### config.mk
export PLATFORM = sky130hd
export DESIGN_NAME = mc_ctrl
export DESIGN_NICKNAME = d
export VERILOG_FILES = /design/src/rtl/mc_ctrl_pkg.sv /design/src/rtl/mc_rst_sync.sv /design/src/rtl/mc_op_decode.sv /design/src/rtl/mc_next_state.sv /design/src/rtl/mc_out_decode.sv /design/src/rtl/mc_ctrl.sv
export SDC_FILE = /design/constraint.sdc
export NUM_CORES = 1
export LEC_CHECK = 0
export BUFFER_PORTS_ARGS = -buffer_cell sky130_fd_sc_hd__buf_4
export CORE_MARGIN = 5
export CORE_UTILIZATION = 45
export DETAILED_ROUTE_END_ITERATION = 7
export GPL_ROUTABILITY_DRIVEN = 0
export GPL_TIMING_DRIVEN = 0
export PLACE_DENSITY = 0.8
export REMOVE_ABC_BUFFERS = 1
export SYNTH_ARGS = -nofsm -noshare
export SYNTH_HDL_FRONTEND = slang
export SYNTH_HIERARCHICAL = 1
export SYNTH_SLANG_ARGS = --single-unit
### constraint.sdc
create_clock -name clk -period 2.15 [get_ports clk]
set_input_delay 0.3225 -clock clk [delete_from_list [all_inputs] [get_ports clk]]
set_output_delay 0.3225 -clock clk [all_outputs]
set_load 0.02 [all_outputs]
### src/rtl/mc_ctrl_pkg.sv
package mc_ctrl_pkg;

  localparam int OPC_W   = 6;
  localparam int STATE_W = 4;
  localparam int CAUSE_W = 2;
  localparam int SRCB_W  = 3;
  localparam int AOP_W   = 2;
  localparam int PCS_W   = 2;

  localparam logic [OPC_W-1:0] OPC_RTYPE = 6'd0;
  localparam logic [OPC_W-1:0] OPC_BEQ   = 6'd4;
  localparam logic [OPC_W-1:0] OPC_ORI   = 6'd13;
  localparam logic [OPC_W-1:0] OPC_LOAD  = 6'd35;
  localparam logic [OPC_W-1:0] OPC_STORE = 6'd43;

  typedef enum logic [STATE_W-1:0] {
    ST_FETCH     = 4'b0000,
    ST_DECODE    = 4'b0001,
    ST_BEQ       = 4'b0010,
    ST_REXE      = 4'b0100,
    ST_RWB       = 4'b0101,
    ST_ORIEXE    = 4'b0110,
    ST_ORIWB     = 4'b0111,
    ST_LDADDR    = 4'b1000,
    ST_LDMEM     = 4'b1001,
    ST_LDWB      = 4'b1010,
    ST_STADDR    = 4'b1011,
    ST_STMEM     = 4'b1100,
    ST_EXC_UNDEF = 4'b1101,
    ST_EXC_OVF   = 4'b1110
  } ctrl_state_e;

  typedef enum logic [2:0] {
    CL_RTYPE, CL_ORI, CL_LOAD, CL_STORE, CL_BEQ, CL_UNDEF
  } instr_class_e;

  localparam logic [PCS_W-1:0]  PCS_ALU     = 2'd0;
  localparam logic [PCS_W-1:0]  PCS_ALUOUT  = 2'd1;
  localparam logic [PCS_W-1:0]  PCS_HANDLER = 2'd2;
  localparam logic [SRCB_W-1:0] SB_B        = 3'd0;
  localparam logic [SRCB_W-1:0] SB_FOUR     = 3'd1;
  localparam logic [SRCB_W-1:0] SB_SEXT     = 3'd2;
  localparam logic [SRCB_W-1:0] SB_SEXT_SH  = 3'd3;
  localparam logic [SRCB_W-1:0] SB_ZEXT     = 3'd4;
  localparam logic [AOP_W-1:0]  AOP_ADD     = 2'd0;
  localparam logic [AOP_W-1:0]  AOP_SUB     = 2'd1;
  localparam logic [AOP_W-1:0]  AOP_FUNCT   = 2'd2;
  localparam logic [AOP_W-1:0]  AOP_OR      = 2'd3;
  localparam logic [CAUSE_W-1:0] CAUSE_UNDEF = 2'd0;
  localparam logic [CAUSE_W-1:0] CAUSE_OVF   = 2'd1;

  typedef struct packed {
    logic               pc_wr;
    logic               pc_wr_cond;
    logic [PCS_W-1:0]   pc_src;
    logic               ir_wr;
    logic               reg_wr;
    logic               reg_dst;
    logic               mem_rd;
    logic               mem_wr;
    logic               iord;
    logic               alu_src_a;
    logic [SRCB_W-1:0]  alu_src_b;
    logic [AOP_W-1:0]   alu_op;
    logic               mem_to_reg;
    logic               epc_wr;
    logic               cause_wr;
    logic [CAUSE_W-1:0] cause_code;
  } ctrl_word_t;

endpackage

### src/rtl/mc_rst_sync.sv
module mc_rst_sync #(
  parameter int STAGES = 2
) (
  input  logic clk,
  input  logic rst_n,
  output logic run
);
  logic [STAGES-1:0] sync_q;

  generate
    if (STAGES < 2) begin : g_single
      always_ff @(posedge clk or negedge rst_n) begin
        if (!rst_n) sync_q <= '0;
        else        sync_q <= 1'b1;
      end
    end else begin : g_chain
      always_ff @(posedge clk or negedge rst_n) begin
        if (!rst_n) sync_q <= '0;
        else        sync_q <= {sync_q[STAGES-2:0], 1'b1};
      end
    end
  endgenerate

  assign run = sync_q[STAGES-1];
endmodule

### src/rtl/mc_op_decode.sv
module mc_op_decode
  import mc_ctrl_pkg::*;
(
  input  logic [OPC_W-1:0] opcode,
  output instr_class_e     cls
);
  always_comb begin
    case (opcode)
      OPC_RTYPE: cls = CL_RTYPE;
      OPC_ORI:   cls = CL_ORI;
      OPC_LOAD:  cls = CL_LOAD;
      OPC_STORE: cls = CL_STORE;
      OPC_BEQ:   cls = CL_BEQ;
      default:   cls = CL_UNDEF;
    endcase
  end
endmodule

### src/rtl/mc_next_state.sv
module mc_next_state
  import mc_ctrl_pkg::*;
(
  input  logic         clk,
  input  logic         run,
  input  instr_class_e cls,
  input  logic         alu_ovf,
  output ctrl_state_e  cur
);
  ctrl_state_e nxt;

  always_comb begin
    nxt = ST_FETCH;
    case (cur)
      ST_FETCH:  nxt = ST_DECODE;
      ST_DECODE: begin
        case (cls)
          CL_RTYPE: nxt = ST_REXE;
          CL_ORI:   nxt = ST_ORIEXE;
          CL_LOAD:  nxt = ST_LDADDR;
          CL_STORE: nxt = ST_STADDR;
          CL_BEQ:   nxt = ST_BEQ;
          default:  nxt = ST_EXC_UNDEF;
        endcase
      end
      ST_REXE:   nxt = alu_ovf ? ST_EXC_OVF : ST_RWB;
      ST_ORIEXE: nxt = ST_ORIWB;
      ST_LDADDR: nxt = ST_LDMEM;
      ST_LDMEM:  nxt = ST_LDWB;
      ST_STADDR: nxt = ST_STMEM;
      default:   nxt = ST_FETCH;
    endcase
  end

  always_ff @(posedge clk or negedge run) begin
    if (!run) cur <= ST_FETCH;
    else      cur <= nxt;
  end


  fetch_to_decode_chk: assert property (@(posedge clk) disable iff (!run)
    cur == ST_FETCH |=> cur == ST_DECODE);


  undef_trap_chk: assert property (@(posedge clk) disable iff (!run)
    (cur == ST_DECODE && cls == CL_UNDEF) |=> cur == ST_EXC_UNDEF);


  ovf_trap_chk: assert property (@(posedge clk) disable iff (!run)
    (cur == ST_REXE && alu_ovf) |=> cur == ST_EXC_OVF);


  terminal_return_chk: assert property (@(posedge clk) disable iff (!run)
    (cur inside {ST_BEQ, ST_RWB, ST_ORIWB, ST_LDWB, ST_STMEM,
                 ST_EXC_UNDEF, ST_EXC_OVF}) |=> cur == ST_FETCH);
endmodule

### src/rtl/mc_out_decode.sv
module mc_out_decode
  import mc_ctrl_pkg::*;
(
  input  ctrl_state_e cur,
  input  logic        run,
  output ctrl_word_t  ctl
);
  ctrl_word_t raw;

  always_comb begin
    raw = '0;
    case (cur)
      ST_FETCH: begin
        raw.mem_rd    = 1'b1;
        raw.ir_wr     = 1'b1;
        raw.alu_src_b = SB_FOUR;
        raw.alu_op    = AOP_ADD;
        raw.pc_src    = PCS_ALU;
        raw.pc_wr     = 1'b1;
      end
      ST_DECODE: raw.alu_src_b = SB_SEXT_SH;
      ST_BEQ: begin
        raw.alu_src_a  = 1'b1;
        raw.alu_src_b  = SB_B;
        raw.alu_op     = AOP_SUB;
        raw.pc_wr_cond = 1'b1;
        raw.pc_src     = PCS_ALUOUT;
      end
      ST_REXE: begin
        raw.alu_src_a = 1'b1;
        raw.alu_op    = AOP_FUNCT;
      end
      ST_RWB: begin
        raw.reg_wr  = 1'b1;
        raw.reg_dst = 1'b1;
      end
      ST_ORIEXE: begin
        raw.alu_src_a = 1'b1;
        raw.alu_src_b = SB_ZEXT;
        raw.alu_op    = AOP_OR;
      end
      ST_ORIWB: raw.reg_wr = 1'b1;
      ST_LDADDR, ST_STADDR: begin
        raw.alu_src_a = 1'b1;
        raw.alu_src_b = SB_SEXT;
      end
      ST_LDMEM: begin
        raw.mem_rd = 1'b1;
        raw.iord   = 1'b1;
      end
      ST_LDWB: begin
        raw.reg_wr     = 1'b1;
        raw.mem_to_reg = 1'b1;
      end
      ST_STMEM: begin
        raw.mem_wr = 1'b1;
        raw.iord   = 1'b1;
      end
      ST_EXC_UNDEF, ST_EXC_OVF: begin
        raw.alu_src_b  = SB_FOUR;
        raw.alu_op     = AOP_SUB;
        raw.epc_wr     = 1'b1;
        raw.cause_wr   = 1'b1;
        raw.cause_code = (cur == ST_EXC_OVF) ? CAUSE_OVF : CAUSE_UNDEF;
        raw.pc_src     = PCS_HANDLER;
        raw.pc_wr      = 1'b1;
      end
      default: raw = '0;
    endcase
  end

  always_comb begin
    ctl = raw;
    if (!run) begin
      ctl.pc_wr      = 1'b0;
      ctl.pc_wr_cond = 1'b0;
      ctl.ir_wr      = 1'b0;
      ctl.reg_wr     = 1'b0;
      ctl.mem_rd     = 1'b0;
      ctl.mem_wr     = 1'b0;
      ctl.epc_wr     = 1'b0;
      ctl.cause_wr   = 1'b0;
    end
  end


  always_comb begin
    if (run) begin
      mem_excl_chk: assert (!(ctl.mem_rd && ctl.mem_wr));
    end
  end
endmodule

### src/rtl/mc_ctrl.sv
module mc_ctrl
  import mc_ctrl_pkg::*;
#(
  parameter int SYNC_STAGES = 2
) (
  input  logic                clk,
  input  logic                rst_n,
  input  logic [OPC_W-1:0]    opcode,
  input  logic                alu_zero,
  input  logic                alu_ovf,
  output logic                pc_load,
  output logic                pc_wr,
  output logic                pc_wr_cond,
  output logic [PCS_W-1:0]    pc_src,
  output logic                ir_wr,
  output logic                reg_wr,
  output logic                reg_dst,
  output logic                mem_rd,
  output logic                mem_wr,
  output logic                iord,
  output logic                alu_src_a,
  output logic [SRCB_W-1:0]   alu_src_b,
  output logic [AOP_W-1:0]    alu_op,
  output logic                mem_to_reg,
  output logic                epc_wr,
  output logic                cause_wr,
  output logic [CAUSE_W-1:0]  cause_code,
  output logic [STATE_W-1:0]  state
);
  logic         run;
  instr_class_e cls;
  ctrl_state_e  cur;
  ctrl_word_t   ctl;

  mc_rst_sync #(.STAGES(SYNC_STAGES)) u_sync (
    .clk(clk), .rst_n(rst_n), .run(run));

  mc_op_decode u_dec (.opcode(opcode), .cls(cls));

  mc_next_state u_ns (
    .clk(clk), .run(run), .cls(cls), .alu_ovf(alu_ovf), .cur(cur));

  mc_out_decode u_out (.cur(cur), .run(run), .ctl(ctl));

  assign pc_wr      = ctl.pc_wr;
  assign pc_wr_cond = ctl.pc_wr_cond;
  assign pc_src     = ctl.pc_src;
  assign ir_wr      = ctl.ir_wr;
  assign reg_wr     = ctl.reg_wr;
  assign reg_dst    = ctl.reg_dst;
  assign mem_rd     = ctl.mem_rd;
  assign mem_wr     = ctl.mem_wr;
  assign iord       = ctl.iord;
  assign alu_src_a  = ctl.alu_src_a;
  assign alu_src_b  = ctl.alu_src_b;
  assign alu_op     = ctl.alu_op;
  assign mem_to_reg = ctl.mem_to_reg;
  assign epc_wr     = ctl.epc_wr;
  assign cause_wr   = ctl.cause_wr;
  assign cause_code = ctl.cause_code;
  assign state      = cur;
  assign pc_load    = ctl.pc_wr | (ctl.pc_wr_cond & alu_zero);


  rst_fetch_chk: assert property (@(posedge clk) disable iff (!rst_n)
    $rose(run) |-> state == ST_FETCH);


  beq_hold_chk: assert property (@(posedge clk) disable iff (!run)
    (cur == ST_BEQ && !alu_zero) |-> !pc_load);


  ovf_no_wb_chk: assert property (@(posedge clk) disable iff (!run)
    (cur == ST_REXE && alu_ovf) |=> !reg_wr);
endmodule

==> metrics.cfg <==
[run_status]
status=complete, no violations

[clock_tree]
path_clk_slew_ns=0.04
cts_buffers=3
h-tree-depth=1
clockBufferDepth=2
cts_tree=built
clkSinkCount=6
root_buffer=clkbuf_4
post_cts_buffers=0
clk_latency_ns=0.24

[logic_synthesis]
synthMuxAreaShare_pct=1.48
synthAdderAreaFrac_pct=0
synth_area_leaders=dfrtp_1 (22%), buf_4 (5.6%), nor2_1 (5.0%)
synth_top_cell_by_area=dfrtp_1
ys_ff_latch=6
synth.distinct_cells=39
synth_simple_gate_area_share_pct=35.8
synthesis.area_um2=674
avgSynthCellArea_um2=7.75
ys_warn_count=6
synth_top_family_by_area=simple AND/OR/NAND/NOR gates
syn_inst=87
synth_compound_area_share_pct=26.2
yosys.area.top_type_share_pct=22.3
synth-xor-area-share_pct=3.71
yosysSeqAreaShare_pct=22.3

[sta]
grt_setup_unrepaired=no
tns_ns=0
setup_viol=0
fmax_ghz=0.483
fin_skew_ns=0.00367
min_period_over_period_pct=96.4
fin_crit_ns=2.07
slew_violations=0
hold_viol=0

[global_route]
overflow=0
grt_pass1_vias=714
grt_pass1_wl_mm=2.97
grt_max_degree=23
antenna_found_initial=0
grt_use_total_pct=14.7

[detailed_routing]
drt_first_pass_iters=4
routedWlPerCell_um=12.8
drc_errors=0
num_vias=759
drtIter0Drc=10
vias_per_cell=5.62
antenna_left=0
drt_wl_total_mm=1.73

[floorplan]
die_h_um=48.7
start_util_pct=45.8
die_w_um=48.7
io_pins=36
dieArea_um2=2370
core_um2=1470
placementRows=14

[cells_and_area]
mostFrequentLayoutCells=buf_4 (34), nor2_1 (9)
antenna_cells=0
drive_above_1_share_pct=42.0
final_util_pct=63.9
nets=131
final_common_cell=buf_4
num-fill-cells=145
areaGrowthSynthToFinish_pct=39.5

[critical_path]
startpoint=u_ns/cur[0]
crit_arrival_ns=1.75
critPathKind=reg2out
r2r-start=u_ns/cur[2]
rr_endpoint=u_ns/cur[1]
worstPathCellList=nand2b_2, o22ai_4, o21a_1, a21o_1, buf_4
reg2regPathDepth=3
worstSetupEndpointType=output pin
startpoint_type=flip-flop
critPathSlowestCell=dfrtp_2
reg2reg_slack_ns=0.77
required_ns=1.83
crit_fanout=19
cp_slowest_stage_delay_ns=0.59

[place]
post-dp-hpwl_mm=1.24
port_buffers=34

[power_and_ir_drop]
swShare_pct=52.1
power_frac_clock_pct=7.5
power_leakage_nw=0.428
p_int_w=0.000623
p_seq_share_pct=26.6
p_comb_share_pct=65.8
switchingPower_w=0.000678
power_density_nw_per_um2=1380
peakVddDrop_mv=0.582

[flow_run]
maxCapViolations=0

[hold_path]
min_path_type=reg2async

-- how the worst max path moves through the flow --
stage          cells after the start      end  slack [ns]
6_report                           5  pc_load        0.08
5_1_grt                            5  pc_load       0.002
4_1_cts                            5  pc_load        0.03
3_5_place_dp                       5  pc_load        0.03
3_3_place_gp                       5  pc_load        0.05
2_1_floorplan                      4  pc_load       -0.19
-- state kept, by name (all words and copies together) (netlist names) --
signal / cells
u_ns/cur: 4
u_sync/sync_q: 2
-- kinds of logic after synthesis --
logic type	count (synthesis)
simple gates	42
xor+xnor	2
compound gates	24
buf+inv	10
mux	1
flops	6
other cells	2
-- power by group through the flow --
stage	Sequential, W	Combinational, W	Clock (W)
after floorplan	0.000336	0.000524	0
after global placement	0.000334	0.000842	0
after detailed placement	0.000337	0.000857	0
after CTS	0.000341	0.000862	0.000102
after global routing	0.000366	0.000941	0.000105
final	0.000347	0.000857	0.0000980
-- routing by layer --
metal / GRT usage [%] / part of all wire (%) / wire [um]
met3: 3.07 / 9.2 / 159
met1: 17.7 / 41 / 711
met2: 23.7 / 48 / 835
met5: 0 / 0 / 0
met4: 8.52 / 1.6 / 27
-- worst max-delay path: cells and delay by family (launching register included) --
family          cells  cell delay (ns)
flops               1             0.59
buf+inv             1             0.15
simple gates        1             0.30
compound gates      3             0.46
-- stage by stage --
stage	hold WS [ns]	worst slack [ns]	power, W	cells	area, um2
floorplan	0.0269	-0.186	0.000860	81	626
global placement	0.105	0.0523	0.00118	131	901
detailed placement	0.106	0.0325	0.00119	131	901
CTS	0.107	0.0257	0.00130	135	938
global route	0.152	0.00236	0.00141	135	941
finish	0.100	0.0779	0.00130	135	941
-- cell usage after synthesis, drive strengths merged --
master  count
a22o        1
inv         4
o21ai       8
nand3       5
nand2b      4
nor2b       2
buf         6
and3b       1
and2        3
mux2i       1
nand2       4
a31oi       2
a211o       1
o311ai      1
a21oi       1
nor3        4
conb        2
a31o        1
a22oi       1
a211oi      1
dfrtp       6
o22ai       3
o21a        2
xnor2       1
or3         1
nor4        3
xor2        1
nor3b       4
nor2        9
or4         2
a21o        2
-- final cells by class --
type                            count  area, um2  area share, %
Multi-Input combinational cell     71        463           49.2
Timing Repair Buffer               35        265           28.2
Sequential cell                     6        155           16.5
Clock buffer                        3       22.5           2.39
Tap cell                           16       20.0           2.13
Inverter                            4       15.0           1.60
-- timing repair --
action	in CTS	in global routing
hold endpoints to repair	2	0
resized for setup	3	2
hold buffers	1	0
setup endpoints to repair	5	2
pin swaps	0	0
Note: power is estimated with default switching activity, not from simulation.
